===== src/rtl/pfq_pkg.sv =====
`timescale 1ns/1ps
package pfq_pkg;
  typedef enum logic {PFQ_IDLE, PFQ_SQUASH} pfq_state_e;

  // event counter slots
  localparam int PFQ_NEV      = 6;
  localparam int EV_IDENT     = 0;
  localparam int EV_DUP       = 1;
  localparam int EV_EVICT     = 2;
  localparam int EV_DEMAND    = 3;
  localparam int EV_SQUASH    = 4;
  localparam int EV_ISSUE     = 5;
endpackage


===== src/rtl/pfq_store.sv =====
`timescale 1ns/1ps
// Ordered entry array: slot 0 is the oldest entry. Valid slots are always
// packed at the low end, so a removal shifts the younger slots down.
module pfq_store #(
  parameter int ADDR_W = 32,
  parameter int TIME_W = 16,
  parameter int DEPTH  = 4,
  parameter int IDX_W  = 2,
  parameter int OCC_W  = 3
) (
  input  logic              clk,
  input  logic              rst_n,
  input  logic              rm_en,
  input  logic [IDX_W-1:0]  rm_idx,
  input  logic              app_en,
  input  logic [ADDR_W-1:0] app_addr,
  input  logic [TIME_W-1:0] app_time,
  input  logic [ADDR_W-1:0] q_miss_blk,
  input  logic [ADDR_W-1:0] q_cand_blk,
  output logic              miss_hit,
  output logic [IDX_W-1:0]  miss_idx,
  output logic              cand_hit,
  output logic [OCC_W-1:0]  count,
  output logic [ADDR_W-1:0] head_addr,
  output logic [TIME_W-1:0] tail_time
);
  logic [DEPTH-1:0]  v_q, v_d;
  logic [ADDR_W-1:0] a_q [DEPTH];
  logic [ADDR_W-1:0] a_d [DEPTH];
  logic [TIME_W-1:0] t_q [DEPTH];
  logic [TIME_W-1:0] t_d [DEPTH];
  logic [DEPTH-1:0]  miss_match, cand_match;
  logic [OCC_W-1:0]  cnt_after_rm;

  always_comb begin
    count = '0;
    for (int i = 0; i < DEPTH; i++) count = count + OCC_W'(v_q[i]);
  end

  assign cnt_after_rm = count - OCC_W'(rm_en);

  genvar g;
  generate
    for (g = 0; g < DEPTH; g++) begin : g_slot
      logic              up_v;
      logic [ADDR_W-1:0] up_a;
      logic [TIME_W-1:0] up_t;
      logic              shift_in;
      logic              put_here;

      if (g == DEPTH - 1) begin : g_last
        assign up_v = 1'b0;
        assign up_a = '0;
        assign up_t = '0;
      end else begin : g_mid
        assign up_v = v_q[g+1];
        assign up_a = a_q[g+1];
        assign up_t = t_q[g+1];
      end

      assign shift_in = rm_en && (IDX_W'(g) >= rm_idx);
      assign put_here = app_en && (cnt_after_rm == OCC_W'(g));

      assign v_d[g] = put_here ? 1'b1     : (shift_in ? up_v : v_q[g]);
      assign a_d[g] = put_here ? app_addr : (shift_in ? up_a : a_q[g]);
      assign t_d[g] = put_here ? app_time : (shift_in ? up_t : t_q[g]);

      // parallel block compare against both lookup keys
      assign miss_match[g] = v_q[g] && (a_q[g] == q_miss_blk);
      assign cand_match[g] = v_q[g] && (a_q[g] == q_cand_blk);

      always_ff @(posedge clk) begin
        if (!rst_n) begin
          v_q[g] <= 1'b0;
          a_q[g] <= '0;
          t_q[g] <= '0;
        end else begin
          v_q[g] <= v_d[g];
          a_q[g] <= a_d[g];
          t_q[g] <= t_d[g];
        end
      end
    end
  endgenerate

  assign miss_hit  = |miss_match;
  assign cand_hit  = |cand_match;
  assign head_addr = a_q[0];

  always_comb begin
    miss_idx = '0;
    for (int i = DEPTH - 1; i >= 0; i--) if (miss_match[i]) miss_idx = IDX_W'(i);
  end

  always_comb begin
    tail_time = '0;
    for (int i = 0; i < DEPTH; i++) if (OCC_W'(i + 1) == count) tail_time = t_q[i];
  end

  // valid slots stay packed at the low end after every removal
  a_r8_compact: assert property (@(posedge clk) disable iff (!rst_n)
    ((v_q & (v_q + 1'b1)) == '0));

  // no two valid slots hold the same block
  generate
    for (g = 0; g < DEPTH; g++) begin : g_uq_i
      for (genvar h = g + 1; h < DEPTH; h++) begin : g_uq_j
        a_r6_unique_block: assert property (@(posedge clk) disable iff (!rst_n)
          !(v_q[g] && v_q[h] && (a_q[g] == a_q[h])));
      end
    end
  endgenerate
endmodule


===== src/rtl/pfq_ctrl.sv =====
`timescale 1ns/1ps
// Decides the single operation of each cycle and drives the store.
module pfq_ctrl
  import pfq_pkg::*;
#(
  parameter int ADDR_W = 32,
  parameter int TIME_W = 16,
  parameter int DEPTH  = 4,
  parameter int IDX_W  = 2,
  parameter int OCC_W  = 3
) (
  input  logic               clk,
  input  logic               rst_n,
  input  logic               cfg_data_only,
  input  logic               cfg_serial_squash,
  input  logic               cfg_check_at_insert,
  input  logic               miss_valid,
  input  logic [TIME_W-1:0]  miss_time,
  input  logic               miss_uncached,
  input  logic               miss_ifetch,
  input  logic               cand_valid,
  input  logic [ADDR_W-1:0]  cand_blk,
  input  logic [TIME_W-1:0]  cand_delay,
  input  logic               cand_in_cache,
  input  logic               cand_in_mshr,
  input  logic               iss_ready,
  input  logic               iss_in_cache,
  input  logic               miss_hit,
  input  logic [IDX_W-1:0]   miss_idx,
  input  logic               cand_hit,
  input  logic [OCC_W-1:0]   count,
  input  logic [TIME_W-1:0]  tail_time,
  output logic               miss_ready,
  output logic               cand_ready,
  output logic               iss_valid,
  output logic               bus_req,
  output logic               rm_en,
  output logic [IDX_W-1:0]   rm_idx,
  output logic               app_en,
  output logic [ADDR_W-1:0]  app_addr,
  output logic [TIME_W-1:0]  app_time,
  output logic [PFQ_NEV-1:0] ev_inc
);
  function automatic logic [TIME_W-1:0] sched_at(input logic [TIME_W-1:0] base,
                                                 input logic [TIME_W-1:0] dly);
    return base + dly;
  endfunction

  function automatic logic miss_counts(input logic unc, input logic ifetch,
                                       input logic data_only);
    return !unc && !(ifetch && data_only);
  endfunction

  pfq_state_e        st_q, st_d;
  logic [TIME_W-1:0] ref_q;
  logic [OCC_W-1:0]  count_next;

  logic idle, nonempty, full, qual;
  logic miss_take, demand_rm, sq_step, sq_done;
  logic cand_take, cand_drop_cache, cand_drop_mshr, cand_dup, cand_push, evict;
  logic slot_free, head_cached, iss_pop, iss_fire;

  assign idle     = (st_q == PFQ_IDLE);
  assign nonempty = (count != '0);
  assign full     = (count == OCC_W'(DEPTH));
  assign qual     = miss_counts(miss_uncached, miss_ifetch, cfg_data_only);

  // miss path
  assign miss_take = idle && miss_valid;
  assign demand_rm = miss_take && qual && miss_hit;

  // squash walk, one tail entry per cycle
  assign sq_step = !idle && nonempty && (tail_time >= ref_q);
  assign sq_done = !idle && !sq_step;

  // candidate path
  assign cand_take       = idle && !miss_valid && cand_valid;
  assign cand_drop_cache = cfg_check_at_insert && cand_in_cache;
  assign cand_drop_mshr  = !cand_drop_cache && cand_in_mshr;
  assign cand_dup        = !cand_drop_cache && !cand_drop_mshr && cand_hit;
  assign cand_push       = cand_take && !cand_drop_cache && !cand_drop_mshr && !cand_hit;
  assign evict           = cand_push && full;

  // issue path, only in an otherwise quiet cycle
  assign slot_free   = idle && !miss_valid && !cand_valid;
  assign head_cached = !cfg_check_at_insert && iss_in_cache;
  assign iss_pop     = slot_free && nonempty && iss_ready;
  assign iss_fire    = iss_pop && !head_cached;

  assign miss_ready = idle;
  assign cand_ready = idle && !miss_valid;
  assign iss_valid  = slot_free && nonempty && !head_cached;

  assign rm_en    = demand_rm || sq_step || evict || iss_pop;
  assign rm_idx   = demand_rm ? miss_idx :
                    sq_step   ? IDX_W'(count - OCC_W'(1)) : '0;
  assign app_en   = cand_push;
  assign app_addr = cand_blk;
  assign app_time = sched_at(ref_q, cand_delay);

  assign count_next = count - OCC_W'(rm_en) + OCC_W'(app_en);

  always_comb begin
    ev_inc = '0;
    ev_inc[EV_IDENT]  = cand_take;
    ev_inc[EV_DUP]    = cand_take && cand_dup;
    ev_inc[EV_EVICT]  = evict;
    ev_inc[EV_DEMAND] = demand_rm;
    ev_inc[EV_SQUASH] = sq_step;
    ev_inc[EV_ISSUE]  = iss_fire;
  end

  always_comb begin
    st_d = st_q;
    if (miss_take && qual && cfg_serial_squash) st_d = PFQ_SQUASH;
    else if (sq_done)                           st_d = PFQ_IDLE;
  end

  always_ff @(posedge clk) begin
    if (!rst_n) begin
      st_q    <= PFQ_IDLE;
      ref_q   <= '0;
      bus_req <= 1'b0;
    end else begin
      st_q <= st_d;
      if (miss_take && qual) ref_q <= miss_time;
      if (count_next == '0)  bus_req <= 1'b0;
      else if (app_en)       bus_req <= 1'b1;
    end
  end

  // the request line follows the store's occupancy
  a_r10_busreq_nonempty: assert property (@(posedge clk) disable iff (!rst_n)
    bus_req == (count != '0));

  // a disqualified miss leaves the queue and the state untouched
  a_r2_ignored_miss: assert property (@(posedge clk) disable iff (!rst_n)
    (miss_take && !qual) |=> (count == $past(count)) && (st_q == PFQ_IDLE));

  // a demand deletion shrinks the store by exactly one
  a_r3_demand_shrinks: assert property (@(posedge clk) disable iff (!rst_n)
    demand_rm |=> (count == $past(count) - OCC_W'(1)));

  // each squash step removes one entry
  a_r4_squash_shrinks: assert property (@(posedge clk) disable iff (!rst_n)
    sq_step |=> (count == $past(count) - OCC_W'(1)));

  // the walk ends on an empty store or an older tail
  a_r4_squash_stop: assert property (@(posedge clk) disable iff (!rst_n)
    $fell(st_q == PFQ_SQUASH) |-> ((count == '0) || (tail_time < ref_q)));

  // an eviction keeps the store full
  a_r8_evict_full: assert property (@(posedge clk) disable iff (!rst_n)
    evict |=> (count == OCC_W'(DEPTH)));

  // every pop, issued or skipped, removes the head
  a_r9_pop_shrinks: assert property (@(posedge clk) disable iff (!rst_n)
    iss_pop |=> (count == $past(count) - OCC_W'(1)));
endmodule


===== src/rtl/pfq_event_ctr.sv =====
`timescale 1ns/1ps
// One wrapping counter per event line.
module pfq_event_ctr #(
  parameter int NEV   = 6,
  parameter int CNT_W = 16
) (
  input  logic                      clk,
  input  logic                      rst_n,
  input  logic [NEV-1:0]            inc,
  output logic [NEV-1:0][CNT_W-1:0] cnt
);
  genvar g;
  generate
    for (g = 0; g < NEV; g++) begin : g_ev
      always_ff @(posedge clk) begin
        if (!rst_n)      cnt[g] <= '0;
        else if (inc[g]) cnt[g] <= cnt[g] + CNT_W'(1);
      end

      // a counter moves by one exactly when its event fires
      a_r13_ctr_step: assert property (@(posedge clk) disable iff (!rst_n)
        inc[g] |=> (cnt[g] == $past(cnt[g]) + CNT_W'(1)));
      a_r13_ctr_hold: assert property (@(posedge clk) disable iff (!rst_n)
        !inc[g] |=> $stable(cnt[g]));
    end
  endgenerate
endmodule


===== src/rtl/pf_req_queue.sv =====
`timescale 1ns/1ps
module pf_req_queue
  import pfq_pkg::*;
#(
  parameter int ADDR_W    = 32,
  parameter int TIME_W    = 16,
  parameter int DEPTH     = 4,
  parameter int BLK_BYTES = 64,
  parameter int CNT_W     = 16
) (
  input  logic              clk,
  input  logic              rst_n,
  input  logic              cfg_data_only,
  input  logic              cfg_serial_squash,
  input  logic              cfg_check_at_insert,
  input  logic              miss_valid,
  output logic              miss_ready,
  input  logic [ADDR_W-1:0] miss_addr,
  input  logic [TIME_W-1:0] miss_time,
  input  logic              miss_uncached,
  input  logic              miss_ifetch,
  input  logic              cand_valid,
  output logic              cand_ready,
  input  logic [ADDR_W-1:0] cand_addr,
  input  logic [TIME_W-1:0] cand_delay,
  input  logic              cand_in_cache,
  input  logic              cand_in_mshr,
  output logic              iss_valid,
  input  logic              iss_ready,
  output logic [ADDR_W-1:0] iss_addr,
  input  logic              iss_in_cache,
  output logic              bus_req,
  output logic [CNT_W-1:0]  cnt_identified,
  output logic [CNT_W-1:0]  cnt_dup,
  output logic [CNT_W-1:0]  cnt_evicted,
  output logic [CNT_W-1:0]  cnt_demand_rm,
  output logic [CNT_W-1:0]  cnt_squashed,
  output logic [CNT_W-1:0]  cnt_issued
);
  localparam int IDX_W = (DEPTH > 1) ? $clog2(DEPTH) : 1;
  localparam int OCC_W = $clog2(DEPTH + 1);
  localparam logic [ADDR_W-1:0] OFS_MASK = ADDR_W'(BLK_BYTES - 1);

  function automatic logic [ADDR_W-1:0] to_block(input logic [ADDR_W-1:0] a);
    return a & ~OFS_MASK;
  endfunction

  logic [ADDR_W-1:0] miss_blk, cand_blk, head_addr, app_addr;
  logic [TIME_W-1:0] tail_time, app_time;
  logic              miss_hit, cand_hit, rm_en, app_en;
  logic [IDX_W-1:0]  miss_idx, rm_idx;
  logic [OCC_W-1:0]  count;
  logic [PFQ_NEV-1:0]            ev_inc;
  logic [PFQ_NEV-1:0][CNT_W-1:0] ev_cnt;

  assign miss_blk = to_block(miss_addr);
  assign cand_blk = to_block(cand_addr);
  assign iss_addr = head_addr;

  pfq_store #(
    .ADDR_W(ADDR_W), .TIME_W(TIME_W), .DEPTH(DEPTH), .IDX_W(IDX_W), .OCC_W(OCC_W)
  ) u_store (
    .clk(clk), .rst_n(rst_n),
    .rm_en(rm_en), .rm_idx(rm_idx),
    .app_en(app_en), .app_addr(app_addr), .app_time(app_time),
    .q_miss_blk(miss_blk), .q_cand_blk(cand_blk),
    .miss_hit(miss_hit), .miss_idx(miss_idx), .cand_hit(cand_hit),
    .count(count), .head_addr(head_addr), .tail_time(tail_time)
  );

  pfq_ctrl #(
    .ADDR_W(ADDR_W), .TIME_W(TIME_W), .DEPTH(DEPTH), .IDX_W(IDX_W), .OCC_W(OCC_W)
  ) u_ctrl (
    .clk(clk), .rst_n(rst_n),
    .cfg_data_only(cfg_data_only), .cfg_serial_squash(cfg_serial_squash),
    .cfg_check_at_insert(cfg_check_at_insert),
    .miss_valid(miss_valid), .miss_time(miss_time),
    .miss_uncached(miss_uncached), .miss_ifetch(miss_ifetch),
    .cand_valid(cand_valid), .cand_blk(cand_blk), .cand_delay(cand_delay),
    .cand_in_cache(cand_in_cache), .cand_in_mshr(cand_in_mshr),
    .iss_ready(iss_ready), .iss_in_cache(iss_in_cache),
    .miss_hit(miss_hit), .miss_idx(miss_idx), .cand_hit(cand_hit),
    .count(count), .tail_time(tail_time),
    .miss_ready(miss_ready), .cand_ready(cand_ready),
    .iss_valid(iss_valid), .bus_req(bus_req),
    .rm_en(rm_en), .rm_idx(rm_idx),
    .app_en(app_en), .app_addr(app_addr), .app_time(app_time),
    .ev_inc(ev_inc)
  );

  pfq_event_ctr #(.NEV(PFQ_NEV), .CNT_W(CNT_W)) u_ctr (
    .clk(clk), .rst_n(rst_n), .inc(ev_inc), .cnt(ev_cnt)
  );

  assign cnt_identified = ev_cnt[EV_IDENT];
  assign cnt_dup        = ev_cnt[EV_DUP];
  assign cnt_evicted    = ev_cnt[EV_EVICT];
  assign cnt_demand_rm  = ev_cnt[EV_DEMAND];
  assign cnt_squashed   = ev_cnt[EV_SQUASH];
  assign cnt_issued     = ev_cnt[EV_ISSUE];

  // the issued address never carries offset bits
  a_r1_block_aligned: assert property (@(posedge clk) disable iff (!rst_n)
    iss_valid |-> ((iss_addr & OFS_MASK) == '0));
endmodule


===== config.mk =====
export PLATFORM = sky130hd
export DESIGN_NAME = pf_req_queue
export DESIGN_NICKNAME = d
export VERILOG_FILES = /design/src/rtl/pfq_pkg.sv /design/src/rtl/pfq_store.sv /design/src/rtl/pfq_ctrl.sv /design/src/rtl/pfq_event_ctr.sv /design/src/rtl/pf_req_queue.sv
export SDC_FILE = /design/constraint.sdc
export NUM_CORES = 1
export LEC_CHECK = 0
export BUFFER_PORTS_ARGS = -buffer_cell sky130_fd_sc_hd__buf_2
export CORE_MARGIN = 1.5
export CORE_UTILIZATION = 45
export CTS_BUF_LIST = sky130_fd_sc_hd__clkbuf_4 sky130_fd_sc_hd__clkbuf_8
export CTS_CLUSTER_DIAMETER = 40
export CTS_CLUSTER_SIZE = 20
export DETAILED_ROUTE_END_ITERATION = 10
export PLACE_DENSITY_LB_ADDON = 0.05
export SYNTH_ARGS = -nofsm -noshare
export SYNTH_HDL_FRONTEND = slang
export SYNTH_SLANG_ARGS = --single-unit
export TNS_END_PERCENT = 30

===== constraint.sdc =====
create_clock -name clk -period 5.86 [get_ports clk]
set_input_delay 0.879 -clock clk [delete_from_list [all_inputs] [get_ports clk]]
set_output_delay 0.879 -clock clk [all_outputs]
set_load 0.005 [all_outputs]

==> impl_results.md, run 1 <==
* Final period util at between 90% and 100%
* Hold WC Path Type: primary input to flop
* Design Area, Final at just under 20000 um2
* P_leak at 0.00787 uW
* Clk pin slew, worst setup/hold paths at approximately 80 ps
* P&R area growth vs syn at 18.2%
* Synth Instances at 1999
* Post-Syn Area at 16800 um2
* Register bit count reported by yosys at ~290
* Main synth FF type: dfxtp_1
* Max Fclk at about 180 MHz
* # rows at 70
* VDD IR max at approximately 210 uV
* Worst hold slack at between 400 and 500 ps
* Initial antenna violation count at 1
* Max-slew violations at 0
* Max-slew headroom at a little under a quarter
* Residual DRC at 0
* Mux cell area share after synthesis at under 10%
* Share of total power in combinational logic at 10.4%
* Initial DRC count at between 900 and 1000
* Synth Area in Simple Gates at 20.4%
* Setup crit end kind: flop
* Slew at the pin with the worst max-slew slack at 1150 ps
* Net Sw Frac at roughly 29%
* # H-tree levels at 2
* Pwr/cell area at 241 nW/um2
* Hpwl dp at 43600 um
* Worst EP required at 6430 ps
* Largest net degree at the start of global routing at 127
* Part of the power in registers at a little over two fifths
* Sw Pwr at ~1400 uW
* Largest family of logic cells by synthesized area: simple AND/OR/NAND/NOR gates
* Endpoints failing hold at 0
* Final WS setup at 212 ps
* Netlist cell types at 57
* Total number of vias at around 15000
* Num ports at around 240
* Register area share after synthesis at between 30% and 40%
* Post-route setup TNS at 0 ps
* Pre-CTS setup slack at -40.9 ps
* Total grt overflow at 0
* Avg Vias per Cell at around 5.7
* Routed WL at 59300 um
* Die Span Y at 196 um
* Setup violations, final at 0
* Max_cap viols at 0
* Nets@finish at roughly 2300
* Vias in the first global route at approximately 15000
* Fin crit period at 5650 ps
* Worst-skew pair later-pin latency at between 600 and 700 ps
* Tot GR Track Use at 30.2%
* CTS Root Cell: clkbuf_8
* Num CTS Buffers at 51
* DP Area at around 18000 um2
* Initial Util at between 40% and 50%
* Setup CP Type: flop to flop
* Max clock buf depth at 3
* Port buffer count at between 200 and 250
* Setup Skew at 31.3 ps
* CTS tree: done
* CTS sink cnt at approximately 290
* Nature of the critical path startpoint: flop
* Max stage delay on crit path at ~340 ps
* First-pass GRT wire length at 88700 um
* Final ANT Viol Nets at 0
* Adder-Cell Fraction of Synth Area at between 3 and 4%
* Critical path's slowest cell: fa_1
* Routed wire per std cell at between 20 and 25 um
* Share of cells above drive strength 1 at 18.3%
* Die area at 38400 um2
* CP max FO at 19
* Die extent in x at between 150 and 200 um
* Status: completed
* Post-synth ARST share at 0%
* Crit path arrival time at about 6200 ps
* Post-synth EDFFs at 0
* Int Pwr at ~3400 uW
* GP Congestion at between 1 and 1.5
* Syn. warnings at 0
* Drt pass-1 iters at 5
* Clock network fraction of total power at between 40% and 50%
* XOR/XNOR share of the synthesized area at 15.6%
* Core region area at ~37000 um2
* Compound-Gate Fraction of Synth Area at between 10% and 20%
* Avg Synthesized Cell Area at 8.38 um2
-- cells in the final DEF, fill, tap and decap left out, drive strengths merged, types with 8 or more instances in the layout --
master	Yosys	routed
clkbuf	123	59
clkinv	0	10
buf	29	284
nor3	28	28
mux2i	126	126
a22oi	37	37
nand2	130	130
or4	8	8
nand4	103	103
nand3	106	106
dfxtp	286	286
nor2	232	232
xor2	80	80
a21oi	96	96
o21ai	33	33
or3	18	18
inv	51	64
xnor2	219	219
and2	11	11
ha	47	47
a211oi	114	114
nor4	28	28
and3	21	21
-- worst paths after layout --
check | end | cells past startpoint | slack (ps) | start
hold / removal | u_ctrl.ref_q[7]$_SDFFE_PN0P_ | 3 | 460 | miss_time[7]
setup reg to reg | u_store.t_q[3][11]$_SDFFE_PN0P_ | 28 | 210 | u_store.v_q[0]$_SDFFE_PN0P_
hold reg to reg | u_ctrl.ref_q[14]$_SDFFE_PN0P_ | 2 | 480 | u_ctrl.ref_q[14]$_SDFFE_PN0P_
setup / recovery | u_store.t_q[3][11]$_SDFFE_PN0P_ | 28 | 210 | u_store.v_q[0]$_SDFFE_PN0P_
-- metal layers --
metal / vias up / wire [um] / global-route usage, %
li1: 7456 / - / -
met1: 7447 / 26000 / 39.1
met2: 410 / 28600 / 51.2
met3: 100 / 2830 / 4.07
met4: 0 / 1790 / 11.1
met5: - / 0 / 0
-- critical path, delay by kind of cell, from the launching register on --
kind / cells / cell delay [ps]
flip-flops: 1 / 320
AND/OR/NAND/NOR: 6 / 990
buffers and inverters: 9 / 1240
AO/OA/AOI/OAI: 6 / 1150
adder cells (fa/ha/maj): 7 / 1850
-- sequential cells by signal, summed over array words and instances (netlist names) --
signal,count
u_store.g_slot.up_v,3
u_ctr.cnt,96
u_store.a_q,104
u_ctrl.st_q,1
u_ctrl.ref_q,16
u_store.v_q,1
u_store.t_q,64
u_ctrl.bus_req,1
-- per-stage QoR --
stage	utilization [%]	std cells	power, uW
finish	54.1	2700	4760
global route	54.1	2700	4930
CTS	53.6	2694	4790
detailed placement	50.3	2601	2530
global placement	50.3	2601	2520
floorplan	-	2004	2340
-- layout make-up --
class                           instances  area, um2
Inverter                               51        199
Clock buffer                           57        785
Sequential cell                       286       5730
Fill cell                            3501      16800
Clock inverter                         36        448
Timing Repair Buffer                  286       1810
Multi-Input combinational cell       1515      10300
Antenna cell                            1       2.50
Tap cell                              468        586
-- logic make-up after synthesis --
family / Yosys count
other cells: 1
compound gates: 322
flops: 286
buf+inv: 203
xor+xnor: 299
mux: 129
fa+ha+maj: 49
simple gates: 710
-- synth_stat cells, drive strengths merged (3+ instances only) --
cell / number / area share (%)
inv: 51 / 1.1
or3: 18 / 0.67
o21ai: 33 / 0.99
ha: 47 / 3.5
and2: 11 / 0.41
o31ai: 7 / 0.31
or4: 8 / 0.36
nor3: 28 / 0.84
nor2b: 7 / 0.26
a21oi: 96 / 2.9
nand2: 130 / 2.9
a22oi: 37 / 1.7
o221ai: 4 / 0.21
nor4bb: 3 / 0.18
o211ai: 3 / 0.13
and3: 21 / 0.78
nor4: 28 / 1.0
xor2: 80 / 4.2
and4: 3 / 0.16
nand3: 106 / 3.2
nand4: 103 / 3.8
mux2i: 126 / 7.5
a21o: 5 / 0.22
xnor2: 219 / 11
nor2: 232 / 5.2
a31o: 4 / 0.21
and3b: 7 / 0.37
dfxtp: 286 / 34
buf: 29 / 1.6
a211oi: 114 / 5.1
mux2: 3 / 0.20
clkbuf: 123 / 2.8
a21boi: 3 / 0.13
-- power groups by stage --
stage / clock network [uW] / logic, uW / registers [uW]
final: 2270 / 496 / 2000
after global routing: 2390 / 533 / 2000
after CTS: 2310 / 484 / 2000
after detailed placement: 0 / 482 / 2040
after global placement: 0 / 481 / 2040
after floorplan: 0 / 306 / 2030
-- what timing repair did --
item                       CTS  global route
hold buffers                 0             0
setup buffers                0             3
pin swaps                    0             8
gates cloned                 0             2
resized for setup            1            26
setup endpoints to repair   73           173
No activity file was read; power rests on OpenSTA's default activity.
==> inputs of run 2 (changes only) <==
clock period = 4.6 ns   (was 5.86 ns; I/O delays follow)
==> impl_results.md, run 2 (synthesized netlist as in run 1, its figures left out) <==
* Status: complete, but fails checks
* Failing checks: negative setup slack
* P_leak at 0.00878 uW (+12%)
* P&R area growth vs syn at 32.4%
* Hold path startpoint: miss_time[1]
* Initial antenna violation count at 1 (unchanged)
* Core region area at 36600 um2 (unchanged)
* Hold EP: u_ctrl.ref_q[1]$_SDFFE_PN0P_
* Setup crit end kind: flop
* CTS sink cnt at 286 (unchanged)
* Port buffer count at 222 (unchanged)
* Max-slew violations at 0 (unchanged)
* Avg Vias per Cell at 5.94 (+4.1%)
* Final WS setup at -617 ps (-830 ps)
* RSZ-0062 raised after global routing: yes
* Top reg by flops: u_store.a_q
* Clk pin slew, worst setup/hold paths at 70 ps (about the same)
* Setup violations, final at 175 (+175)
* Fillers at 3359 (-4.1%)
* First-pass GRT wire length at 95200 um (+7.3%)
* Critical path's slowest cell: fa_2
* Max stage delay on crit path at 570 ps (+230 ps)
* CTS Hold Buffers Added at 0 (unchanged)
* Die Span Y at 196 um (unchanged)
* Total power at 6150 uW (+29%)
* Worst-skew pair later-pin latency at 640 ps (about the same)
* Layout Utilization at 60.6% (+6.5 points)
* CTS Root Cell: clkbuf_8
* Final period util at 113% (+17 points)
* Max_cap viols at 0 (unchanged)
* Setup CP Type: flop to flop
* Die area at 38400 um2 (unchanged)
* Most frequent cells in the layout: dfxtp_1 (284), buf_2 (222), xnor2_1 (219)
* Final ANT Viol Nets at 0 (unchanged)
* CTS tree: done
* Worst EP required at 5120 ps (-1310 ps)
* Routed WL at 67700 um (+14%)
* Crit path buf inv count at 8 (-1)
* Top Registers: u_store.a_q x104, u_ctr.cnt x96, u_store.t_q x64
* Pwr/cell area at 277 nW/um2 (+15%)
* Crit path arrival time at 5740 ps (-470 ps)
* CP max FO at 8 (-11)
* Tot GR Track Use at 32.7% (+2.5 points)
* Largest net degree at the start of global routing at 118 (-7.1%)
* Total number of vias at 16700 (+8.3%)
* Num ports at 241 (unchanged)
* VDD IR max at 273 uV (+28%)
* Nature of the critical path startpoint: flop
* # H-tree levels at 2 (unchanged)
* Slew at the pin with the worst max-slew slack at 915 ps (-236 ps)
* Commonest non-fill, non-tap cell in the layout: dfxtp_1
* Post-route setup TNS at -87420 ps (-87420 ps)
* Max Fclk at 192 MHz (+8.2%)
* Initial Util at 45.8% (unchanged)
* Pre-CTS setup slack at -531 ps (-490 ps)
* R2R Path End: u_store.t_q[0][7]$_SDFFE_PN0P_
* Nets@finish at 2459 (+4.7%)
* Endpoints failing hold at 0 (unchanged)
* Die extent in x at 196 um (unchanged)
* Max clock buf depth at 3 (unchanged)
* Num CTS Buffers at 50 (-2.0%)
* R2r setup slk at -620 ps (-830 ps)
* Hpwl dp at 45600 um (+4.6%)
* Initial DRC count at 1160 (+21%)
* Cell family with most CP delay: adder cells
* Hold depth at 3 (unchanged)
* Share of cells above drive strength 1 at 29.2% (+11 points)
* Vias in the first global route at 15800 (+7.4%)
* # rows at 70 (unchanged)
* Fin crit period at 5220 ps (-430 ps)
* RR Startpoint: u_store.v_q[0]$_SDFFE_PN0P_
* Total grt overflow at 0 (unchanged)
* GP Congestion at 1.04 (+3.6%)
* Drt pass-1 iters at 6 (+1)
* Most common cell on crit path: ha_4
* ANT cells at 0 (-1)
* Max-slew headroom at 38.6% (+15 points)
* Setup Skew at 43.5 ps (+12.2 ps)
* Max reg flops at 104 (unchanged)
* Routed wire per std cell at 24.1 um (+9.7%)
* Residual DRC at 0 (unchanged)
* R2r worst-path depth at 29 (+3.6%)
* Hold WC Path Type: primary input to flop
[run 2: layout make-up]
class,count,area (um2),share of cell area [%]
multi-input combinational,1517,11200,50.3
sequential,286,5730,25.8
timing repair buffer,395,3300,14.9
clock buffer,62,822,3.70
tap,468,586,2.64
clock inverter,31,390,1.76
inverter,51,204,0.919
[run 2: worst min-delay path: stages]
cell,delay (ps)
buf_2,90
nand2_1,40
a21oi_1,50
[run 2: what timing repair did]
item | 4_1_cts | 5_1_grt
gates resized for setup | 90 | 164
buffers inserted | 24 | 17
pin swaps | 58 | 60
cloned | 16 | 20
endpoints found under the setup margin | 173 | 181
[run 2: routing by layer]
| layer | share of wire (%) | track usage (%) | vias up |
|---|---|---|---|
| met5 | 0.018 | 0 | - |
| met4 | 5.5 | 16.1 | 2 |
| met3 | 6.6 | 5.42 | 220 |
| met2 | 47 | 55.4 | 742 |
| met1 | 41 | 40.3 | 8037 |
| li1 | - | - | 7692 |
[run 2: worst max-delay path by stage]
stage	endpoint	slack [ps]	depth (start not counted)	start
2_1_floorplan	u_store.t_q[2][2]$_SDFFE_PN0P_	-410	29	u_store.g_slot[0].up_v$_SDFFE_PN0P_
3_3_place_gp	u_store.a_q[3][13]$_SDFFE_PN0P_	-450	28	u_store.g_slot[0].up_v$_SDFFE_PN0P_
3_5_place_dp	u_store.t_q[0][13]$_SDFFE_PN0P_	-530	29	u_store.g_slot[0].up_v$_SDFFE_PN0P_
4_1_cts	u_store.a_q[0][12]$_SDFFE_PN0P_	-480	28	u_store.v_q[0]$_SDFFE_PN0P_
5_1_grt	u_store.a_q[1][14]$_SDFFE_PN0P_	-810	27	u_store.v_q[0]$_SDFFE_PN0P_
6_report	u_store.t_q[0][7]$_SDFFE_PN0P_	-620	29	u_store.v_q[0]$_SDFFE_PN0P_
[run 2: per-stage QoR]
stage / cell area (um2) / hold slack (ps) / cells
6_report: 22200 / 279 / 2810
5_1_grt: 22200 / 244 / 2810
4_1_cts: 21100 / 234 / 2776
3_5_place_dp: 18900 / 467 / 2649
3_3_place_gp: 18900 / 463 / 2649
2_1_floorplan: 17100 / 453 / 2004
[run 2: power breakdown]
group / internal [uW] / leakage, uW / switching [uW]
Sequential: 2510 / 0.00231 / 40.7
Clock: 1610 / 0.000609 / 1220
Combinational: 293 / 0.00586 / 471
